### src/rtl/dma_regif_pkg.sv
package dma_regif_pkg;

    localparam int NCH = 4;
    localparam int CHW = $clog2(NCH);
    localparam int BW  = 8;
    localparam int WW  = 16;
    localparam int MW  = 6;

    localparam logic [3:0] OFS_CMD     = 4'h8;
    localparam logic [3:0] OFS_REQ     = 4'h9;
    localparam logic [3:0] OFS_SMASK   = 4'hA;
    localparam logic [3:0] OFS_MODE    = 4'hB;
    localparam logic [3:0] OFS_CLRPTR  = 4'hC;
    localparam logic [3:0] OFS_MCLR    = 4'hD;
    localparam logic [3:0] OFS_CLRMASK = 4'hE;
    localparam logic [3:0] OFS_ALLMASK = 4'hF;

    typedef struct packed {
        logic [1:0] xfer_type;
        logic       decr;
        logic       autoinit;
        logic [1:0] dir;
    } mode_t;

    typedef struct packed {
        logic wr_cmd;
        logic wr_req;
        logic wr_smask;
        logic wr_mode;
        logic wr_clrptr;
        logic wr_mclr;
        logic wr_clrmask;
        logic wr_allmask;
        logic rd_status;
        logic ch_access;
    } strobe_t;

    function automatic mode_t mode_from_byte(input logic [BW-1:0] b);
        return mode_t'(b[BW-1:2]);
    endfunction

    function automatic logic [BW-1:0] pick_half(input logic [WW-1:0] w, input logic hi);
        return hi ? w[WW-1 -: BW] : w[BW-1:0];
    endfunction

endpackage

### src/rtl/dma_chan_regs.sv
module dma_chan_regs
    import dma_regif_pkg::*;
(
    input  logic          clk,
    input  logic          rst,
    input  logic          wr_addr,
    input  logic          wr_cnt,
    input  logic          hi_sel,
    input  logic [BW-1:0] wdata,
    input  logic          step,
    input  logic          decr,
    input  logic          autoinit,
    output logic [WW-1:0] cur_addr,
    output logic [WW-1:0] cur_cnt,
    output logic          tc_pulse
);

    logic [WW-1:0] base_addr;
    logic [WW-1:0] base_cnt;
    logic          cnt_step;
    logic          addr_step;

    assign cnt_step  = step && !wr_cnt;
    assign addr_step = step && !wr_addr;
    assign tc_pulse  = cnt_step && (cur_cnt == '0);

    always_ff @(posedge clk) begin
        if (rst) begin
            base_addr <= '0;
            cur_addr  <= '0;
        end else if (wr_addr) begin
            if (hi_sel) begin
                base_addr[WW-1 -: BW] <= wdata;
                cur_addr[WW-1 -: BW]  <= wdata;
            end else begin
                base_addr[BW-1:0] <= wdata;
                cur_addr[BW-1:0]  <= wdata;
            end
        end else if (addr_step) begin
            if (tc_pulse && autoinit)
                cur_addr <= base_addr;
            else if (decr)
                cur_addr <= cur_addr - 1'b1;
            else
                cur_addr <= cur_addr + 1'b1;
        end
    end

    always_ff @(posedge clk) begin
        if (rst) begin
            base_cnt <= '0;
            cur_cnt  <= '0;
        end else if (wr_cnt) begin
            if (hi_sel) begin
                base_cnt[WW-1 -: BW] <= wdata;
                cur_cnt[WW-1 -: BW]  <= wdata;
            end else begin
                base_cnt[BW-1:0] <= wdata;
                cur_cnt[BW-1:0]  <= wdata;
            end
        end else if (cnt_step) begin
            if (tc_pulse && autoinit)
                cur_cnt <= base_cnt;
            else
                cur_cnt <= cur_cnt - 1'b1;
        end
    end

    // working count falls by one per non-terminal step
    assert_count_step_R8: assert property (@(posedge clk) disable iff (rst)
        (step && !wr_cnt && cur_cnt != '0) |=> (cur_cnt == $past(cur_cnt) - 1'b1));

    // terminal count without reload wraps to all ones
    assert_tc_wrap_R9: assert property (@(posedge clk) disable iff (rst)
        (tc_pulse && !autoinit) |=> (cur_cnt == '1));

    // terminal count with reload restores the base count
    assert_autoinit_reload_R10: assert property (@(posedge clk) disable iff (rst)
        (tc_pulse && autoinit) |=> (cur_cnt == $past(base_cnt)));

endmodule

### src/rtl/dma_ctrl_regs.sv
module dma_ctrl_regs
    import dma_regif_pkg::*;
(
    input  logic           clk,
    input  logic           rst,
    input  strobe_t        stb,
    input  logic [BW-1:0]  wdata,
    input  logic [NCH-1:0] tc_pulse,
    output logic           ptr_hi,
    output logic [BW-1:0]  cmd_q,
    output logic [NCH-1:0] req_q,
    output logic [NCH-1:0] mask_q,
    output mode_t          mode_q [NCH],
    output logic [BW-1:0]  status_byte
);

    logic [NCH-1:0] tc_q;
    logic [NCH-1:0] mask_d;
    logic [CHW-1:0] sel_ch;

    assign sel_ch      = wdata[CHW-1:0];
    assign status_byte = {req_q, tc_q};

    always_ff @(posedge clk) begin
        if (rst || stb.wr_mclr || stb.wr_clrptr)
            ptr_hi <= 1'b0;
        else if (stb.ch_access)
            ptr_hi <= !ptr_hi;
    end

    always_ff @(posedge clk) begin
        if (rst || stb.wr_mclr)
            cmd_q <= '0;
        else if (stb.wr_cmd)
            cmd_q <= wdata;
    end

    always_ff @(posedge clk) begin
        if (rst || stb.wr_mclr)
            req_q <= '0;
        else if (stb.wr_req)
            req_q[sel_ch] <= wdata[2];
    end

    always_comb begin
        mask_d = mask_q;
        if (stb.wr_mclr)
            mask_d = '1;
        else if (stb.wr_clrmask)
            mask_d = '0;
        else if (stb.wr_allmask)
            mask_d = wdata[NCH-1:0];
        else if (stb.wr_smask)
            mask_d[sel_ch] = wdata[2];
        for (int i = 0; i < NCH; i++)
            if (tc_pulse[i] && !mode_q[i].autoinit)
                mask_d[i] = 1'b1;
    end

    always_ff @(posedge clk) begin
        if (rst)
            mask_q <= '1;
        else
            mask_q <= mask_d;
    end

    always_ff @(posedge clk) begin
        if (rst || stb.wr_mclr)
            tc_q <= '0;
        else
            tc_q <= (stb.rd_status ? '0 : tc_q) | tc_pulse;
    end

    generate
        for (genvar g = 0; g < NCH; g++) begin : g_mode
            always_ff @(posedge clk) begin
                if (rst)
                    mode_q[g] <= '0;
                else if (stb.wr_mode && sel_ch == CHW'(g))
                    mode_q[g] <= mode_from_byte(wdata);
            end
        end
    endgenerate

    // pointer clear takes effect on the next cycle
    assert_ptr_clear_R3: assert property (@(posedge clk) disable iff (rst)
        stb.wr_clrptr |=> !ptr_hi);

    // channel register access flips the pointer
    assert_ptr_toggle_R13: assert property (@(posedge clk) disable iff (rst)
        (stb.ch_access && !stb.wr_clrptr && !stb.wr_mclr) |=> (ptr_hi != $past(ptr_hi)));

    // master clear leaves every channel masked and status empty
    assert_mclr_R11: assert property (@(posedge clk) disable iff (rst)
        stb.wr_mclr |=> (mask_q == '1 && status_byte == '0 && cmd_q == '0));

    // single mask write lands on the named channel
    assert_smask_R5: assert property (@(posedge clk) disable iff (rst)
        (stb.wr_smask && tc_pulse == '0) |=> (mask_q[$past(sel_ch)] == $past(wdata[2])));

    // terminal count without reload masks the channel
    assert_tc_mask_R9: assert property (@(posedge clk) disable iff (rst)
        (tc_pulse[0] && !mode_q[0].autoinit) |=> mask_q[0]);

endmodule

### src/rtl/dma_regif.sv
module dma_regif
    import dma_regif_pkg::*;
(
    input  logic              clk,
    input  logic              rst,
    input  logic              io_wr,
    input  logic              io_rd,
    input  logic [3:0]        io_addr,
    input  logic [BW-1:0]     io_wdata,
    output logic [BW-1:0]     io_rdata,
    input  logic              step_valid,
    input  logic [CHW-1:0]    step_ch,
    output logic [BW-1:0]     cmd_out,
    output logic [NCH-1:0]    mask_out,
    output logic [NCH-1:0]    sw_req_out,
    output logic [NCH*MW-1:0] mode_out,
    output logic [NCH*WW-1:0] cur_addr_out
);

    strobe_t        stb;
    logic           ptr_hi;
    logic           ch_space;
    logic [CHW-1:0] acc_ch;
    logic [NCH-1:0] tc_pulse;
    mode_t          mode_q [NCH];
    logic [BW-1:0]  status_byte;
    logic [WW-1:0]  caddr [NCH];
    logic [WW-1:0]  ccnt  [NCH];

    assign ch_space = (io_addr[3] == 1'b0);
    assign acc_ch   = io_addr[CHW:1];

    always_comb begin
        stb            = '0;
        stb.ch_access  = ch_space && (io_wr || io_rd);
        stb.rd_status  = io_rd && io_addr == OFS_CMD;
        if (io_wr) begin
            case (io_addr)
                OFS_CMD:     stb.wr_cmd     = 1'b1;
                OFS_REQ:     stb.wr_req     = 1'b1;
                OFS_SMASK:   stb.wr_smask   = 1'b1;
                OFS_MODE:    stb.wr_mode    = 1'b1;
                OFS_CLRPTR:  stb.wr_clrptr  = 1'b1;
                OFS_MCLR:    stb.wr_mclr    = 1'b1;
                OFS_CLRMASK: stb.wr_clrmask = 1'b1;
                OFS_ALLMASK: stb.wr_allmask = 1'b1;
                default: ;
            endcase
        end
    end

    dma_ctrl_regs u_ctrl (
        .clk         (clk),
        .rst         (rst),
        .stb         (stb),
        .wdata       (io_wdata),
        .tc_pulse    (tc_pulse),
        .ptr_hi      (ptr_hi),
        .cmd_q       (cmd_out),
        .req_q       (sw_req_out),
        .mask_q      (mask_out),
        .mode_q      (mode_q),
        .status_byte (status_byte)
    );

    generate
        for (genvar g = 0; g < NCH; g++) begin : g_ch
            logic hit;
            assign hit = io_wr && ch_space && acc_ch == CHW'(g);
            dma_chan_regs u_chan (
                .clk      (clk),
                .rst      (rst),
                .wr_addr  (hit && !io_addr[0]),
                .wr_cnt   (hit && io_addr[0]),
                .hi_sel   (ptr_hi),
                .wdata    (io_wdata),
                .step     (step_valid && step_ch == CHW'(g)),
                .decr     (mode_q[g].decr),
                .autoinit (mode_q[g].autoinit),
                .cur_addr (caddr[g]),
                .cur_cnt  (ccnt[g]),
                .tc_pulse (tc_pulse[g])
            );
            assign mode_out[g*MW +: MW]     = mode_q[g];
            assign cur_addr_out[g*WW +: WW] = caddr[g];
        end
    endgenerate

    always_comb begin
        io_rdata = '0;
        if (io_rd) begin
            if (ch_space)
                io_rdata = pick_half(io_addr[0] ? ccnt[acc_ch] : caddr[acc_ch], ptr_hi);
            else if (io_addr == OFS_CMD)
                io_rdata = status_byte;
        end
    end

    // clear-mask command empties every mask bit
    assert_clrmask_R6: assert property (@(posedge clk) disable iff (rst)
        (io_wr && io_addr == OFS_CLRMASK && tc_pulse == '0) |=> (mask_out == '0));

    // request write lands on the named channel
    assert_req_R12: assert property (@(posedge clk) disable iff (rst)
        (io_wr && io_addr == OFS_REQ) |=> (sw_req_out[$past(io_wdata[CHW-1:0])] == $past(io_wdata[2])));

endmodule

### config.mk
export PLATFORM = sky130hd
export DESIGN_NAME = dma_regif
export DESIGN_NICKNAME = d
export VERILOG_FILES = /design/src/rtl/dma_regif_pkg.sv /design/src/rtl/dma_chan_regs.sv /design/src/rtl/dma_ctrl_regs.sv /design/src/rtl/dma_regif.sv
export SDC_FILE = /design/constraint.sdc
export NUM_CORES = 1
export LEC_CHECK = 0
export BUFFER_PORTS_ARGS = -buffer_cell sky130_fd_sc_hd__buf_4
export CORE_MARGIN = 4
export CORE_UTILIZATION = 25
export CTS_CLUSTER_SIZE = 14
export DETAILED_ROUTE_END_ITERATION = 6
export SYNTH_ARGS = -nofsm -noshare
export SYNTH_HDL_FRONTEND = slang
export SYNTH_HIERARCHICAL = 1
export SYNTH_SLANG_ARGS = --single-unit
### constraint.sdc
create_clock -name clk -period 3.05 [get_ports clk]
set_input_delay 0.305 -clock clk [delete_from_list [all_inputs] [get_ports clk]]
set_output_delay 0.305 -clock clk [all_outputs]
set_load 0.1 [all_outputs]
Word-level counts from Yosys, hierarchy flattened
Cells that the tools add are included.
{"block": "classes", "n_mux": 58, "bitwise_logic": 4, "reduce_logical": 113, "magnitude_cmp": 3, "eq_ne": 33, "addsub": 12}
{"op": "two-way mux 16 bit", "n": 33}
{"op": "subtractor 16 x 1 -> 16 bit, second input constant", "n": 8}
{"op": "adder 16 x 1 -> 16 bit, second input constant", "n": 4}
{"op": "binary-select mux 16 bit (select 2 bit)", "n": 2}
{"op": "logical NOT 16 bit", "n": 4}
{"op": "AND reduction 2 bit", "n": 32}
{"op": "two-way mux 8 bit", "n": 7}
{"op": "logical AND 1 bit", "n": 44}
{"op": "equality test 4 bit, second input constant", "n": 8}
{"op": "!= test 2 bit, second input constant", "n": 16}
{"op": "two-way mux 4 bit", "n": 4}
{"op": "nonzero test 2 bit", "n": 8}
{"op": "logical NOT 1 bit", "n": 14}
{"op": "equality test 2 bit, second input constant", "n": 6}
{"op": "OR reduction 3 bit", "n": 4}
{"op": "two-way mux 1 bit", "n": 9}
{"op": "bitwise mux 4 bit", "n": 2}
{"op": "equality test 2 x 1 -> 1 bit, second input constant", "n": 3}
{"op": "logical NOT 2 bit", "n": 3}
{"op": "OR 4 bit", "n": 1}
{"op": ">= comparator 3 bit, second input constant", "n": 1}
{"op": "logical OR 1 bit", "n": 3}
{"op": "< comparator 2 x 3 -> 1 bit, second input constant", "n": 1}
{"op": "NOT 2 -> 3 bit", "n": 1}
{"op": "4 further kinds", "n": 5}
{"block": "totals", "word_cells": 279, "ff_bits": 301, "out_inout_bits": 112, "inputBits": 19}

Longest topological paths before layout
Gate-level depths: netlist of the first run.
{"block": "depth", "depth_word": 11, "ltp_mapped": 15, "ltp_nobuf": 9}

Hierarchy
The synthesis of the first run kept the hierarchy.
{"mod": "dma_chan_regs (g_ch[2].u_chan ...)", "seq_area_each_um2": 1281.2, "area_each_um2": 3822.4, "cells_per_inst": 513, "n_inst": 2}
{"mod": "dma_chan_regs (g_ch[0].u_chan ...)", "seq_area_each_um2": 1281.2, "area_each_um2": 3812.4, "cells_per_inst": 502, "n_inst": 2}
{"mod": "dma_ctrl_regs", "seq_area_each_um2": 900.9, "area_each_um2": 1783.0, "cells_per_inst": 174, "n_inst": 1}
{"mod": "dma_regif", "seq_area_each_um2": 0.0, "area_each_um2": 1416.4, "cells_per_inst": 173, "n_inst": 1}

Worst setup path before layout of the first run
Ideal clock, no wire load.
{"block": "synth_timing", "path_type": "flip-flop to flip-flop", "startpoint": "register u_ctrl/mode_q[15] (netlist name)", "endpoint": "register g_ch[1].u_chan.cur_addr[12]", "stages_incl_launch_ff": 9, "synth_period_minus_slack_ns": 3.310, "n_path_buf": 0, "setup_slack_ns": -0.260, "arrival_time_ns": 3.222, "t_required_ns": 2.963, "setup_ns": 0.087, "path_cell_list": "dfxtp_1 -> ha_1 -> a21o_1 -> a221oi_1 -> o31ai_1 -> a21o_1 -> a21o_1 -> xnor2_1 -> o31ai_1"}
{"block": "synth_via", "elab_chain_len": 4}
{"item": "two-way mux 16 bit", "line": "dma_chan_regs.sv:42", "source": "else if (decr)"}
{"item": "two-way mux 16 bit", "line": "dma_chan_regs.sv:40", "source": "if (tc_pulse && autoinit)"}
{"item": "two-way mux 16 bit", "line": "dma_chan_regs.sv:39", "source": "end else if (addr_step) begin"}
{"item": "two-way mux 16 bit", "line": "dma_chan_regs.sv:31", "source": "end else if (wr_addr) begin"}
{"item": "to (signal, indexed assignment)", "line": "dma_chan_regs.sv:34", "source": "cur_addr[WW-1 -: BW] <= wdata;"}
{"item": "to (signal assigned)", "line": "dma_chan_regs.sv:41", "source": "cur_addr <= base_addr;"}
{"item": "to (signal assigned)", "line": "dma_chan_regs.sv:43", "source": "cur_addr <= cur_addr - 1'b1;"}
{"item": "to (decl)", "line": "dma_chan_regs.sv:13", "source": "output logic [WW-1:0] cur_addr,"}
Every way passes these cells. The select of a mux whose other input is x is not followed.
A chain may end at the register's enable or synchronous reset.

Worst setup path in the final report of the first run
{"block": "layout_timing", "startpoint": "register u_ctrl.ptr_hi", "endpoint": "output port io_rdata[5]"}
{"block": "layout_via", "elab_chain_len": 3}
{"item": "from (decl)", "line": "dma_ctrl_regs.sv:9", "source": "output logic ptr_hi,"}
{"item": "from (signal assigned)", "line": "dma_ctrl_regs.sv:28", "source": "ptr_hi <= !ptr_hi;"}
{"item": "two-way mux 8 bit", "line": "dma_regif_pkg.sv:43", "source": "return hi ? w[WW-1 -: BW] : w[BW-1:0];"}
{"item": "two-way mux 8 bit", "line": "dma_regif.sv:92", "source": "if (ch_space)"}
{"item": "two-way mux 8 bit", "line": "dma_regif.sv:91", "source": "if (io_rd) begin"}
{"item": "to (decl)", "line": "dma_regif.sv:10", "source": "output logic [BW-1:0] io_rdata,"}
Every way passes these cells.

==> impl_metrics.json, run 1 <==
{
  "status": "finished, final reports clean",
  "syn_inst": 2377,
  "synth-seq-cells": 301,
  "final_nets": 2567,
  "powerDensity_mw_per_mm2": 516,
  "die-area_mm2": 0.0783,
  "clk_pin_slew_ps": 50,
  "io_buffers": 130,
  "tritoncts": "done",
  "maxSlewViolCount": 0,
  "clock_tree.buffer_depth": 3,
  "synth_edf_count": 0,
  "initial_utilization": 0.253,
  "grt_first_pass_wirelength_um": 103000,
  "wl_per_cell_um": 19.7,
  "yosysMostFrequentCell": "nand2_1",
  "path_max_fanout": 15,
  "fillCellCount": 7936,
  "ys.flop_type": "dfxtp_1",
  "max_slew_margin": 0.462,
  "fmax_ghz": 0.339,
  "post-route-period-util": 0.968,
  "final_core_util": 0.299,
  "post-place-ws_ps": 308,
  "final-setup-viol-count": 0,
  "synth.distinct_cells": 80,
  "grt_pass1_vias": 16739,
  "viasPerCell": 5.24,
  "grt_max_degree": 100,
  "cts_root_buf": "clkbuf_16",
  "rows": 99,
  "synthTopCellsByCount": "nand2_1, nor2_1, dfxtp_1",
  "min_path_type": "in2reg",
  "yosys-top-cells-area": "dfxtp_1, nand2_1, nor2_1, a21oi_1, ha_1",
  "synth_area_per_cell_um2": 7.77,
  "vias": 18154,
  "hpwl_um": 47700,
  "drc": 0,
  "fin_ws_ps": 98.8,
  "synth-async-reset-ratio": 0,
  "fp.dieW_um": 280,
  "fin_tns_setup_ps": 0,
  "drt_iter0_drc": 1974,
  "clock_latency_ps": 570,
  "yosysTopAreaCellShare": 0.326,
  "timing.hold.ws_ps": 151,
  "core_mm2": 0.0731,
  "syn2layout_area_growth_pct": 18.4,
  "grt_usage": 0.167,
  "die-height_um": 280,
  "gp_congestion": 0.938,
  "syn_area_mm2": 0.0185,
  "antenna_found_initial": 8,
  "antenna_left": 0,
  "finalClockSkew_ps": 35.3,
  "cp-end-kind": "output pin",
  "crit_path_start_kind": "register",
  "critPathArrivalTime_ps": 2650,
  "grt.overflow.total": 0,
  "synth_fp_nets": 2464,
  "rsz0062_at_grt": "false",
  "worstMarginPinSlew_ps": 807,
  "routed_wl_um": 68500,
  "period_needed_ps": 2950,
  "post_cts_buffers": 0,
  "hold_viol_final": 0,
  "ioPinCount": 131,
  "fin_total_pwr_w": 0.0113,
  "ctsResizeCount": 0,
  "maxCapViolCount": 0,
  "first_pass_iters": 5,
  "required_ps": 2740,
  "cts_hold_buf": 0,
  "cts_made_buffers": 36,
  "clkSinkCount": 301,
  "p_leak_nw": 9.10,
  "yosysWarnings": 6,
  "yosysSeqAreaShare": 0.326,
  "path_class": "reg2out",
  "layout-drive-gt1-share": 0.141,
  "yosysTopAreaCell": "dfxtp_1",
  "ir_drop_v": 0.000356,
  "htree_levels": 2
}
## registers in the layout (all words and copies together), names as in the netlist
| name | cells |
|---|---|
| u_ctrl/req_q | 4 |
| g_ch.u_chan/cur_addr | 64 |
| g_ch.u_chan/base_cnt | 64 |
| u_ctrl/mask_q | 4 |
| u_ctrl/ptr_hi | 1 |
| u_ctrl/cmd_q | 8 |
| g_ch.u_chan/base_addr | 64 |
| u_ctrl/mode_q | 24 |
| u_ctrl/tc_q | 4 |
| g_ch.u_chan/cur_cnt | 64 |
## cell usage in the layout, fill, tap and decap left out, drive strengths merged, types with 32 or more instances in the layout
cell type	netlist	routed
clkbuf	107	52
mux2i	76	76
mux2	32	32
dfxtp	301	301
o22ai	44	44
a21oi	238	238
a2111oi	47	47
xor2	50	50
xnor2	53	53
ha	64	64
buf	58	230
a21o	32	32
nor2	325	325
nor3	53	53
o21ai	147	147
nand2	361	361
## metrics by stage
step	cells	area, um^2
after floorplan	2377	18500
after global placement	3401	20700
after detailed placement	3401	20700
after CTS	3464	21900
after global routing	3464	21900
final	3467	21900
## final cells by class
type                    instances  area, um^2  share of cell area
clock inverters                11         151             0.00692
repair buffers                230        1800              0.0821
flip-flops and latches        301        6030               0.276
well taps                     959        1200              0.0549
multi-input cells            1884       11500               0.527
diodes                          3        7.51            0.000343
inverters                      27         101             0.00463
clock buffers                  52        1060              0.0486
## metal layers
layer  up-vias  GRT usage  part of all wire
met5         -          0           0.00019
met2       691      0.252              0.43
met3        84     0.0413             0.098
met4         2     0.0418             0.022
li1       8677          -                 -
met1      8700      0.240              0.45
## kinds of logic (layout without fill, tap and decap cells)
| kind of cell | count (synthesis) | count (layout) | synth area share |
|---|---|---|---|
| XOR/XNOR | 103 | 103 | 0.0488 |
| buffers and inverters | 192 | 320 | 0.0498 |
| AO/OA/AOI/OAI | 662 | 662 | 0.231 |
| flip-flops | 301 | 301 | 0.326 |
| other | 0 | 3 | 0 |
| adder cells (fa/ha/maj) | 68 | 68 | 0.0477 |
| multiplexers | 113 | 113 | 0.0672 |
| AND/OR/NAND/NOR | 938 | 938 | 0.229 |
## where the power goes
group | internal (W) | switching [W]
sequential | 0.00408 | 0.000258
combinational | 0.000828 | 0.00165
clock | 0.00268 | 0.00179
## path summary, 6_finish.rpt
| path | end | slack (ps) | cells after the start | from |
|---|---|---|---|---|
| worst min register to register | g_ch[3].u_chan/base_addr[0]$_SDFFE_PP0P_ | 450 | 2 | g_ch[3].u_chan/base_addr[0]$_SDFFE_PP0P_ |
| worst min-delay path | u_ctrl/ptr_hi$_SDFFE_PP0P_ | 150 | 4 | io_addr[3] |
| worst max-delay path | io_rdata[5] | 100 | 4 | u_ctrl/ptr_hi$_SDFFE_PP0P_ |
| worst max register to register | g_ch[1].u_chan/cur_cnt[7]$_SDFFE_PP0P_ | 290 | 6 | g_ch[1].u_chan/cur_cnt[8]$_SDFFE_PP0P_ |
## critical path: stages, from the launching register on
cell and delay, ps:
dfxtp_2 440, or3b_1 550, a2111oi_1 410, a221o_1 350, buf_4 350
Power figures use the tool's default switching activity.
==> run 2: changes to the inputs <==
- CORE_UTILIZATION: 25 -> 62
- PLACE_DENSITY: not set -> 0.82
==> run 2 against run 1 <==
Total power is 4.7% lower; global-route usage grew 19 points; final cell count fell by 17%; register-to-register slack got worse by 60 ps; sequential cell count unchanged; via count is 2.6% higher; clock-buffer cell count down 2; combinational power fell by 3%; sequential share of layout area is 1.3 points higher; setup slack better by 140 ps.
==> impl_metrics.json, run 2 (synthesis gave the netlist of run 1 again) <==
{
  "status": "finished, final reports clean",
  "first_pass_iters": 6,
  "met3_length_um": 6090,
  "wl_per_cell_um": 21.1,
  "clkPwrFrac": 0.373,
  "viasPerCell": 6.49,
  "core_mm2": 0.0290,
  "grt_usage": 0.353,
  "post_cts_buffers": 0,
  "cts_made_buffers": 35,
  "maxSlewViolCount": 0,
  "dpl_cell_area_mm2": 0.0198,
  "path_buf_inv": 0,
  "switching_share": 0.329,
  "worstMarginPinSlew_ps": 723,
  "cp-end-kind": "register",
  "min_path_type": "in2reg",
  "comb_power_share": 0.224,
  "crit_path_frequent_cell": "or4_4",
  "rsz0062_at_grt": "false",
  "switching_power_w": 0.00354,
  "hold_viol_final": 0,
  "fp.dieW_um": 181,
  "period_needed_ps": 2820,
  "clock_tree.buffer_depth": 3,
  "final_nets": 2549,
  "maxUsedRoutingLayer": "met4",
  "finalClockSkew_ps": 25.7,
  "grt.overflow.total": 0,
  "path_class": "reg2reg",
  "drc": 0,
  "final_cell_area_mm2": 0.0209,
  "cp_top_family": "simple AND/OR/NAND/NOR gates",
  "die-height_um": 181,
  "layout-drive-gt1-share": 0.132,
  "clk_pin_slew_ps": 60,
  "tritoncts": "done",
  "internal-power_w": 0.00723,
  "post-route-period-util": 0.923,
  "ioPinCount": 131,
  "routed_wl_um": 60600,
  "crit_path_top_delay_cell": "or4_4",
  "cp_slowest_stage_delay_ps": 720,
  "fin_tns_setup_ps": 0,
  "io_buffers": 130,
  "final_common_cell": "nand2_1",
  "htree_levels": 2,
  "critPathArrivalTime_ps": 3180,
  "ir_drop_v": 0.000520,
  "clock_latency_ps": 520,
  "grt_max_degree": 79,
  "vias": 18617,
  "cts_root_buf": "clkbuf_16",
  "cts_hold_buf": 0,
  "ctsResizeCount": 0,
  "crit_path_start_kind": "register",
  "worstPathCellList": "or4_4, or3_1, or4_4, nand2_1, o21ai_1, a2111oi_1",
  "fmax_ghz": 0.355,
  "path_max_fanout": 18,
  "hpwl_um": 41300,
  "layout_common_cells": "nand2_1, nor2_1, dfxtp_1",
  "drt_iter0_drc": 2094,
  "rows": 62,
  "antenna-diode-count": 0,
  "initial_utilization": 0.637,
  "wl_met2_um": 28100,
  "die-area_mm2": 0.0326,
  "required_ps": 3420,
  "gp_congestion": 1.02,
  "grt_first_pass_wirelength_um": 94900,
  "max_slew_margin": 0.518,
  "m1WireLength_um": 23600,
  "grt_pass1_vias": 17506,
  "final-setup-viol-count": 0,
  "p_leak_nw": 8.92,
  "clkSinkCount": 301,
  "power_frac_seq": 0.403,
  "syn2layout_area_growth_pct": 12.9,
  "antenna_found_initial": 1,
  "antenna_left": 0,
  "powerDensity_mw_per_mm2": 516,
  "maxCapViolCount": 0
}
[run 2: cell types whose count changed in the layout (fill, tap and decap cells not counted), sizes merged]
cell and delta:
diode -3, buf -19, bufinv -2, or4 +1, clkinvlp +2, clkbuf -1
[run 2: per-stage QoR]
| stage | total power, W | setup slack, ps | cells | util | hold WS, ps |
|---|---|---|---|---|---|
| after floorplan | 0.00612 | 84.6 | 2377 | - | 433 |
| after global placement | 0.00671 | 364 | 2808 | 0.681 | 439 |
| after detailed placement | 0.00676 | 292 | 2808 | 0.681 | 446 |
| after CTS | 0.0107 | 275 | 2869 | 0.718 | 146 |
| after global routing | 0.0111 | 38.0 | 2870 | 0.719 | 205 |
| final | 0.0108 | 234 | 2870 | 0.719 | 162 |
[run 2: layer usage]
layer	up-vias	GRT usage
met5	-	0
met4	0	0.156
met3	191	0.0521
met2	958	0.576
met1	8818	0.466
li1	8650	-
[run 2: path summary, 6_finish.rpt]
check	to	cells after the start	slack, ps	start
min	u_ctrl/ptr_hi$_SDFFE_PP0P_	4	160	io_addr[3]
max reg2reg	g_ch[0].u_chan/cur_cnt[3]$_SDFFE_PP0P_	6	230	g_ch[0].u_chan/cur_cnt[8]$_SDFFE_PP0P_
max	g_ch[0].u_chan/cur_cnt[3]$_SDFFE_PP0P_	6	230	g_ch[0].u_chan/cur_cnt[8]$_SDFFE_PP0P_
min reg2reg	g_ch[1].u_chan/base_addr[10]$_SDFFE_PP0P_	2	450	g_ch[1].u_chan/base_addr[10]$_SDFFE_PP0P_
[run 2: tightest hold or removal path, stage by stage]
cell and delay (ps):
buf_4 120, nor2_1 60, xnor2_1 120, nor3_1 40
[run 2: cell type report]
cell class / count / area [um^2]
Clock buffer: 50 / 982
Sequential cell: 301 / 6030
Clock inverter: 11 / 103
Fill cell: 2333 / 8160
Inverter: 27 / 101
Timing Repair Buffer: 212 / 1620
Tap cell: 384 / 480
Multi-Input combinational cell: 1885 / 11500
[run 2: power by group through the flow]
stage,combinational (W),sequential (W),clock [W]
2_1_floorplan,0.00134,0.00478,0
3_3_place_gp,0.00231,0.00440,0
3_5_place_dp,0.00235,0.00441,0
4_1_cts,0.00237,0.00433,0.00405
5_1_grt,0.00258,0.00434,0.00421
6_report,0.00241,0.00433,0.00402
